### src/rtl/csc_pkg.sv
package csc_pkg;

  typedef enum logic {
    PH_HALT = 1'b0,
    PH_RUN  = 1'b1
  } phase_t;

  // bits needed to hold values 0..n
  function automatic int unsigned cnt_bits(input int unsigned n);
    return (n < 2) ? 1 : $clog2(n + 1);
  endfunction

  // true on the final eligible edge of a latency window of lat edges
  function automatic logic last_step(input int unsigned cnt, input int unsigned lat);
    return (cnt + 1) >= lat;
  endfunction

  function automatic int unsigned max2(input int unsigned a, input int unsigned b);
    return (a > b) ? a : b;
  endfunction

endpackage

### src/rtl/csc_sync.sv
module csc_sync #(
  parameter int unsigned STAGES = 2
) (
  input  logic clk,
  input  logic rst_n,
  input  logic async_n,
  output logic req_stop
);

  logic [STAGES-1:0] chain;

  generate
    if (STAGES == 1) begin : g_single
      always_ff @(posedge clk or negedge rst_n) begin
        if (!rst_n) chain <= 1'b1;
        else        chain <= async_n;
      end
    end else begin : g_multi
      always_ff @(posedge clk or negedge rst_n) begin
        if (!rst_n) chain <= '1;
        else        chain <= {chain[STAGES-2:0], async_n};
      end
    end
  endgenerate

  assign req_stop = ~chain[STAGES-1];

endmodule

### src/rtl/csc_sequencer.sv
module csc_sequencer
  import csc_pkg::*;
#(
  parameter int unsigned MIN_RUN = 10,
  parameter int unsigned ON_LAT  = 2,
  parameter int unsigned OFF_LAT = 2
) (
  input  logic clk,
  input  logic rst_n,
  input  logic stop_want,
  input  logic pulse_seen,
  output logic run_en
);

  localparam int unsigned CW = cnt_bits(MIN_RUN);
  localparam int unsigned LW = cnt_bits(max2(ON_LAT, OFF_LAT));
  localparam logic [CW-1:0] RUN_LOAD = CW'(MIN_RUN);

  phase_t          phase;
  logic [CW-1:0]   run_left;
  logic [LW-1:0]   lat_cnt;
  logic            stop_pend;

  logic            hold_off;
  logic            want_halt;
  logic            step;
  logic            fire;
  int unsigned     lat_lim;

  always_comb begin
    hold_off  = (run_left != '0);
    want_halt = stop_want | stop_pend;
    if (phase == PH_RUN) begin
      step    = want_halt & ~hold_off;
      lat_lim = OFF_LAT;
    end else begin
      step    = ~stop_want;
      lat_lim = ON_LAT;
    end
    fire = step & last_step(32'(lat_cnt), lat_lim);
  end

  always_ff @(posedge clk or negedge rst_n) begin
    if (!rst_n) begin
      phase     <= PH_RUN;
      run_left  <= RUN_LOAD;
      lat_cnt   <= '0;
      stop_pend <= 1'b0;
    end else begin
      if (phase == PH_RUN && pulse_seen && hold_off)
        run_left <= run_left - 1'b1;
      if (fire) begin
        lat_cnt   <= '0;
        stop_pend <= 1'b0;
        if (phase == PH_RUN) begin
          phase <= PH_HALT;
        end else begin
          phase    <= PH_RUN;
          run_left <= RUN_LOAD;
        end
      end else begin
        lat_cnt <= step ? lat_cnt + 1'b1 : '0;
        if (phase == PH_RUN && stop_want)
          stop_pend <= 1'b1;
      end
    end
  end

  assign run_en = (phase == PH_RUN);

  // a stop only leaves the run state once the minimum-run window is empty
  a_r7_min_run_drained: assert property (@(posedge clk) disable iff (!rst_n)
    $fell(run_en) |-> ($past(run_left) == '0));

  // every restart reloads the full window
  a_r7_reload_on_start: assert property (@(posedge clk) disable iff (!rst_n)
    $rose(run_en) |-> (run_left == RUN_LOAD));

  // a halt needs a live or a deferred request
  a_r8_halt_has_cause: assert property (@(posedge clk) disable iff (!rst_n)
    $fell(run_en) |-> $past(stop_want || stop_pend));

  // a deferred request is kept until the output stops
  a_r8_pend_kept: assert property (@(posedge clk) disable iff (!rst_n)
    (stop_pend && run_en) |=> (stop_pend || !run_en));

  // a restart never happens while the synchronized request is active
  a_r6_start_needs_clear: assert property (@(posedge clk) disable iff (!rst_n)
    $rose(run_en) |-> !$past(stop_want));

endmodule

### src/rtl/csc_gate.sv
module csc_gate (
  input  logic clk,
  input  logic rst_n,
  input  logic en_d,
  output logic clk_o,
  output logic en_q
);

  // enable is retimed on the falling edge so it only moves while clk is low
  always_ff @(negedge clk or negedge rst_n) begin
    if (!rst_n) en_q <= 1'b1;
    else        en_q <= en_d;
  end

  assign clk_o = clk & en_q;

  // at each rising edge the low-phase enable already matches the request
  // made at the previous rising edge, so it cannot change during a high phase
  a_r4_enable_settled: assert property (@(posedge clk) disable iff (!rst_n)
    en_q == en_d);

endmodule

### src/rtl/clock_stop_ctrl.sv
module clock_stop_ctrl #(
  parameter int unsigned SYNC_STAGES = 2,
  parameter int unsigned MIN_RUN     = 10,
  parameter int unsigned ON_LAT      = 2,
  parameter int unsigned OFF_LAT     = 2
) (
  input  logic clk_src,
  input  logic rst_n,
  input  logic stop_req_n,
  output logic clk_out,
  output logic running
);

  logic stop_want;
  logic run_en;
  logic en_low;

  csc_sync #(
    .STAGES (SYNC_STAGES)
  ) u_sync (
    .clk      (clk_src),
    .rst_n    (rst_n),
    .async_n  (stop_req_n),
    .req_stop (stop_want)
  );

  csc_sequencer #(
    .MIN_RUN (MIN_RUN),
    .ON_LAT  (ON_LAT),
    .OFF_LAT (OFF_LAT)
  ) u_seq (
    .clk        (clk_src),
    .rst_n      (rst_n),
    .stop_want  (stop_want),
    .pulse_seen (en_low),
    .run_en     (run_en)
  );

  csc_gate u_gate (
    .clk   (clk_src),
    .rst_n (rst_n),
    .en_d  (run_en),
    .clk_o (clk_out),
    .en_q  (en_low)
  );

  assign running = en_low;

endmodule

### config.mk
export PLATFORM = sky130hd
export DESIGN_NAME = clock_stop_ctrl
export DESIGN_NICKNAME = d
export VERILOG_FILES = /design/src/rtl/csc_pkg.sv /design/src/rtl/csc_sync.sv /design/src/rtl/csc_sequencer.sv /design/src/rtl/csc_gate.sv /design/src/rtl/clock_stop_ctrl.sv
export SDC_FILE = /design/constraint.sdc
export NUM_CORES = 1
export LEC_CHECK = 0
export BUFFER_PORTS_ARGS = -buffer_cell sky130_fd_sc_hd__buf_2
export CAP_MARGIN = 40
export CORE_MARGIN = 2
export CORE_UTILIZATION = 40
export DETAILED_ROUTE_END_ITERATION = 6
export MAX_ROUTING_LAYER = met4
export PLACE_DENSITY = 0.7
export SLEW_MARGIN = 25
export SYNTH_ARGS = -nofsm -noshare
export SYNTH_HDL_FRONTEND = slang
export SYNTH_HIERARCHICAL = 1
export SYNTH_SLANG_ARGS = --single-unit
### constraint.sdc
create_clock -name clk_src -period 4.38 [get_ports clk_src]
set_input_delay 0.438 -clock clk_src [delete_from_list [all_inputs] [get_ports clk_src]]
set_output_delay 0.438 -clock clk_src [all_outputs]
set_load 0.01 [all_outputs]
# After elaboration in Yosys (flattened, before gate mapping)
# Index checks and enable logic that the tools add are counted.
[op_classes] muxes=9 add_sub_neg=3 n_reduce_logical=5 bitwise=6 magnitude_cmp=1
[op_table] operator="$ge 32x2->1 const B" n=1
[op_table] operator="$mux 4" n=3
[op_table] operator="$mux 1" n=4
[op_table] operator="$mux 2" n=2
[op_table] operator="$reduce_bool 4->1" n=1
[op_table] operator="$sub 4x1->4 const B" n=1
[op_table] operator="$add 2x1->3 const B" n=1
[op_table] operator="$and 1x1->1" n=3
[op_table] operator="$logic_and 1x1->1" n=3
[op_table] operator="$add 2x1->2 const B" n=1
[op_table] operator="$not 1->1" n=2
[op_table] operator="$reduce_bool 2->1" n=1
[op_table] operator="$or 1x1->1" n=1
[word_totals] output_inout_bits=2 word_cells=30 input_bits=3 register_bits=11

# Depth between registers and ports, before layout
[depth] ltp_word=6 ltp_mapped=5 mapped_depth_nobuf=5

# Cells and area by module
# The synthesis kept the hierarchy.
[modules_own_cells] module="csc_sequencer" cells_each=45 n_inst=1 area_each_um2=440.4 seq_area_each_um2=203.9
[modules_own_cells] module="csc_sync" cells_each=3 n_inst=1 area_each_um2=56.3 seq_area_each_um2=52.6
[modules_own_cells] module="csc_gate" cells_each=3 n_inst=1 area_each_um2=36.3 seq_area_each_um2=26.3

==> results.cfg <==
[place]
place_congestion = 0.796
numPlacedInstances = 69
numPortBuffers = 4
dp_hpwl_um = 585
placed_area_um2 = 567
preCtsSetupSlack_ns = 0.946

[worst_hold_path]
holdCritPathClass = in -> reg

[layout]
finish.utilization_pct = 49.4
num-nets-final = 69
area_delta_synth_final_pct = 17.6
drive_above_1_share_pct = 32.3
antenna_cells = 0
final_area_um2 = 627
layout.cells.non_filler = 77

[timing]
relSlewSlack_pct = 83.6
worst_pin_slew_ns = 0.246
finalHoldWorstSlack_ns = 0.152
finClkSkew_ns = 0.0643
layout_setup_ws_ns = 0.539
finalSetupTns_ns = 0
rsz0062_at_grt = no
hold_viol_final = 0
drv_slew = 0
report.final.setup_viol = 0

[detailed_routing]
vias = 403
detail_route.wl_per_cell_um = 11.1
dr.pass1.iters = 5
drt_iter0_drc = 9
routed_via_density = 5.23
ant_nets = 0
post-route-drc-count = 0
wirelength_um = 857

[cts]
tritoncts = done
cts.clk_slew.worst_paths_ns = 0.07
insertion_delay_ns = 0.44

[worst_setup_path]
path_class = reg -> out
path_max_fanout = 4
required_ns = 3.94
r2r_cells = 3
rr_endpoint = u_seq/run_left[3]
rr_startpoint = u_gate/en_q
cp-startpoint = u_gate/en_q
crit_end = clk_out
end_kind = primary output
cp.arrival_ns = 3.40
r2r_slack_ns = 0.88
start_kind = flip-flop

[logic_synthesis]
yosysTopAreaCellShare_pct = 29.6
netlist_instances = 51
ys_ff_latch = 11
async_reset_ff_share_pct = 100
ys_top_cells_by_count = inv_1 (7), dfstp_2 (6), dfrtp_1 (5), o21ai_0 (5)
synthFlopType = dfstp_2
netlist_area_um2 = 533
ys_types = 23
ys_top_cells_by_area = dfstp_2 (30%), dfrtp_1 (23%), ha_1 (7.0%), inv_1 (4.9%), o21ai_0 (4.7%)
synth.most_common_cell = inv_1
yosysTopAreaCell = dfstp_2
ys_warn_count = 6
synth_edf_count = 0
ys_seq_area_share_pct = 53.1
synth_nets = 57
synth_area_per_cell_um2 = 10.5

[global_routing]
antenna_found_initial = 0
grt_pass1_wl_mm = 1.38
track_usage_pct = 15.5
first_global_vias = 374
grt_overflow = 0
grt_max_degree = 12

[floorplanning]
die_y_um = 40.5
dieArea_um2 = 1640
pin_count = 5
fp-row-count = 13
start_util_pct = 42.0
core_um2 = 1270
die_x_um = 40.5

[power]
p_leak_nw = 0.292
power.density_nw_per_um2 = 749
fin_total_pwr_mw = 0.470
peakVddDrop_mv = 0.393

[job]
drv_cap = 0

[run_status]
status = completed
report_power, final:
group	switching, mW	internal [mW]	total [mW]	leakage [nW]
clock network	0.0516	0.0753	0.127	0.0436
registers	0.0344	0.153	0.188	0.124
logic	0.0794	0.0755	0.155	0.125
critical path, cell delays in order (launching register included):
cell and delay (ns):
dfstp_2 0.54, and2_1 0.11, buf_2 0.12
area by class of cell:
| class | count | area, um^2 |
|---|---|---|
| Inverter | 6 | 22.5 |
| Fill cell | 114 | 642 |
| Tap cell | 15 | 18.8 |
| Multi-Input combinational cell | 32 | 219 |
| Clock buffer | 7 | 50.0 |
| Timing Repair Buffer | 4 | 25.0 |
| Clock inverter | 2 | 8.76 |
| Sequential cell | 11 | 283 |
what timing repair did:
action,in CTS,in global routing
resized for setup,0,0
hold buffers,1,0
hold endpoints to repair,5,0
setup buffers,0,0
how the worst min path moves through the flow:
stage / startpoint / endpoint / slack (ns) / cells past startpoint
after detailed placement: rst_n / u_seq/run_left[2] / 0.31 / 1
after global placement: rst_n / u_seq/run_left[2] / 0.32 / 1
after floorplan: rst_n / u_seq/lat_cnt[0] / 0.14 / 0
after global routing: stop_req_n / u_sync/chain[0] / 0.13 / 1
final: stop_req_n / u_sync/chain[0] / 0.15 / 1
after CTS: stop_req_n / u_sync/chain[0] / 0.14 / 1
per-layer routing:
layer	GRT usage, %	wire (um)	share of wire, %
met1	14.0	374	44
met2	20.2	400	47
met3	10.0	67	7.8
met4	17.5	14	1.6
met5	-	0	0
cell families (layout without fill, tap and decap cells):
group	after synthesis	after routing	share of synthesized area, %
buf+inv	8	19	5.87
mux	2	2	3.99
flops	11	11	53.1
compound gates	12	12	14.3
simple gates	15	15	15.7
fa+ha+maj	3	3	7.04
sequential cells by signal (all words and copies together) (netlist names):
register / flops
u_sync/chain: 2
u_seq/run_left: 4
u_seq/run_en: 1
u_seq/lat_cnt: 2
u_seq/stop_pend: 1
u_gate/en_q: 1
placed cells by master (no fill, tap or decap), types with 2 or more instances in the layout:
cell type and n:
inv_1 7, clkbuf_4 6, dfstp_2 6, o21ai_0 5, dfrtp_1 5, buf_2 4
nand2_1 3, ha_1 3, nand3_1 2, or3_1 2, nor2_1 2, o22ai_1 2
and3_1 2
Note: power is estimated with default switching activity, not from simulation.
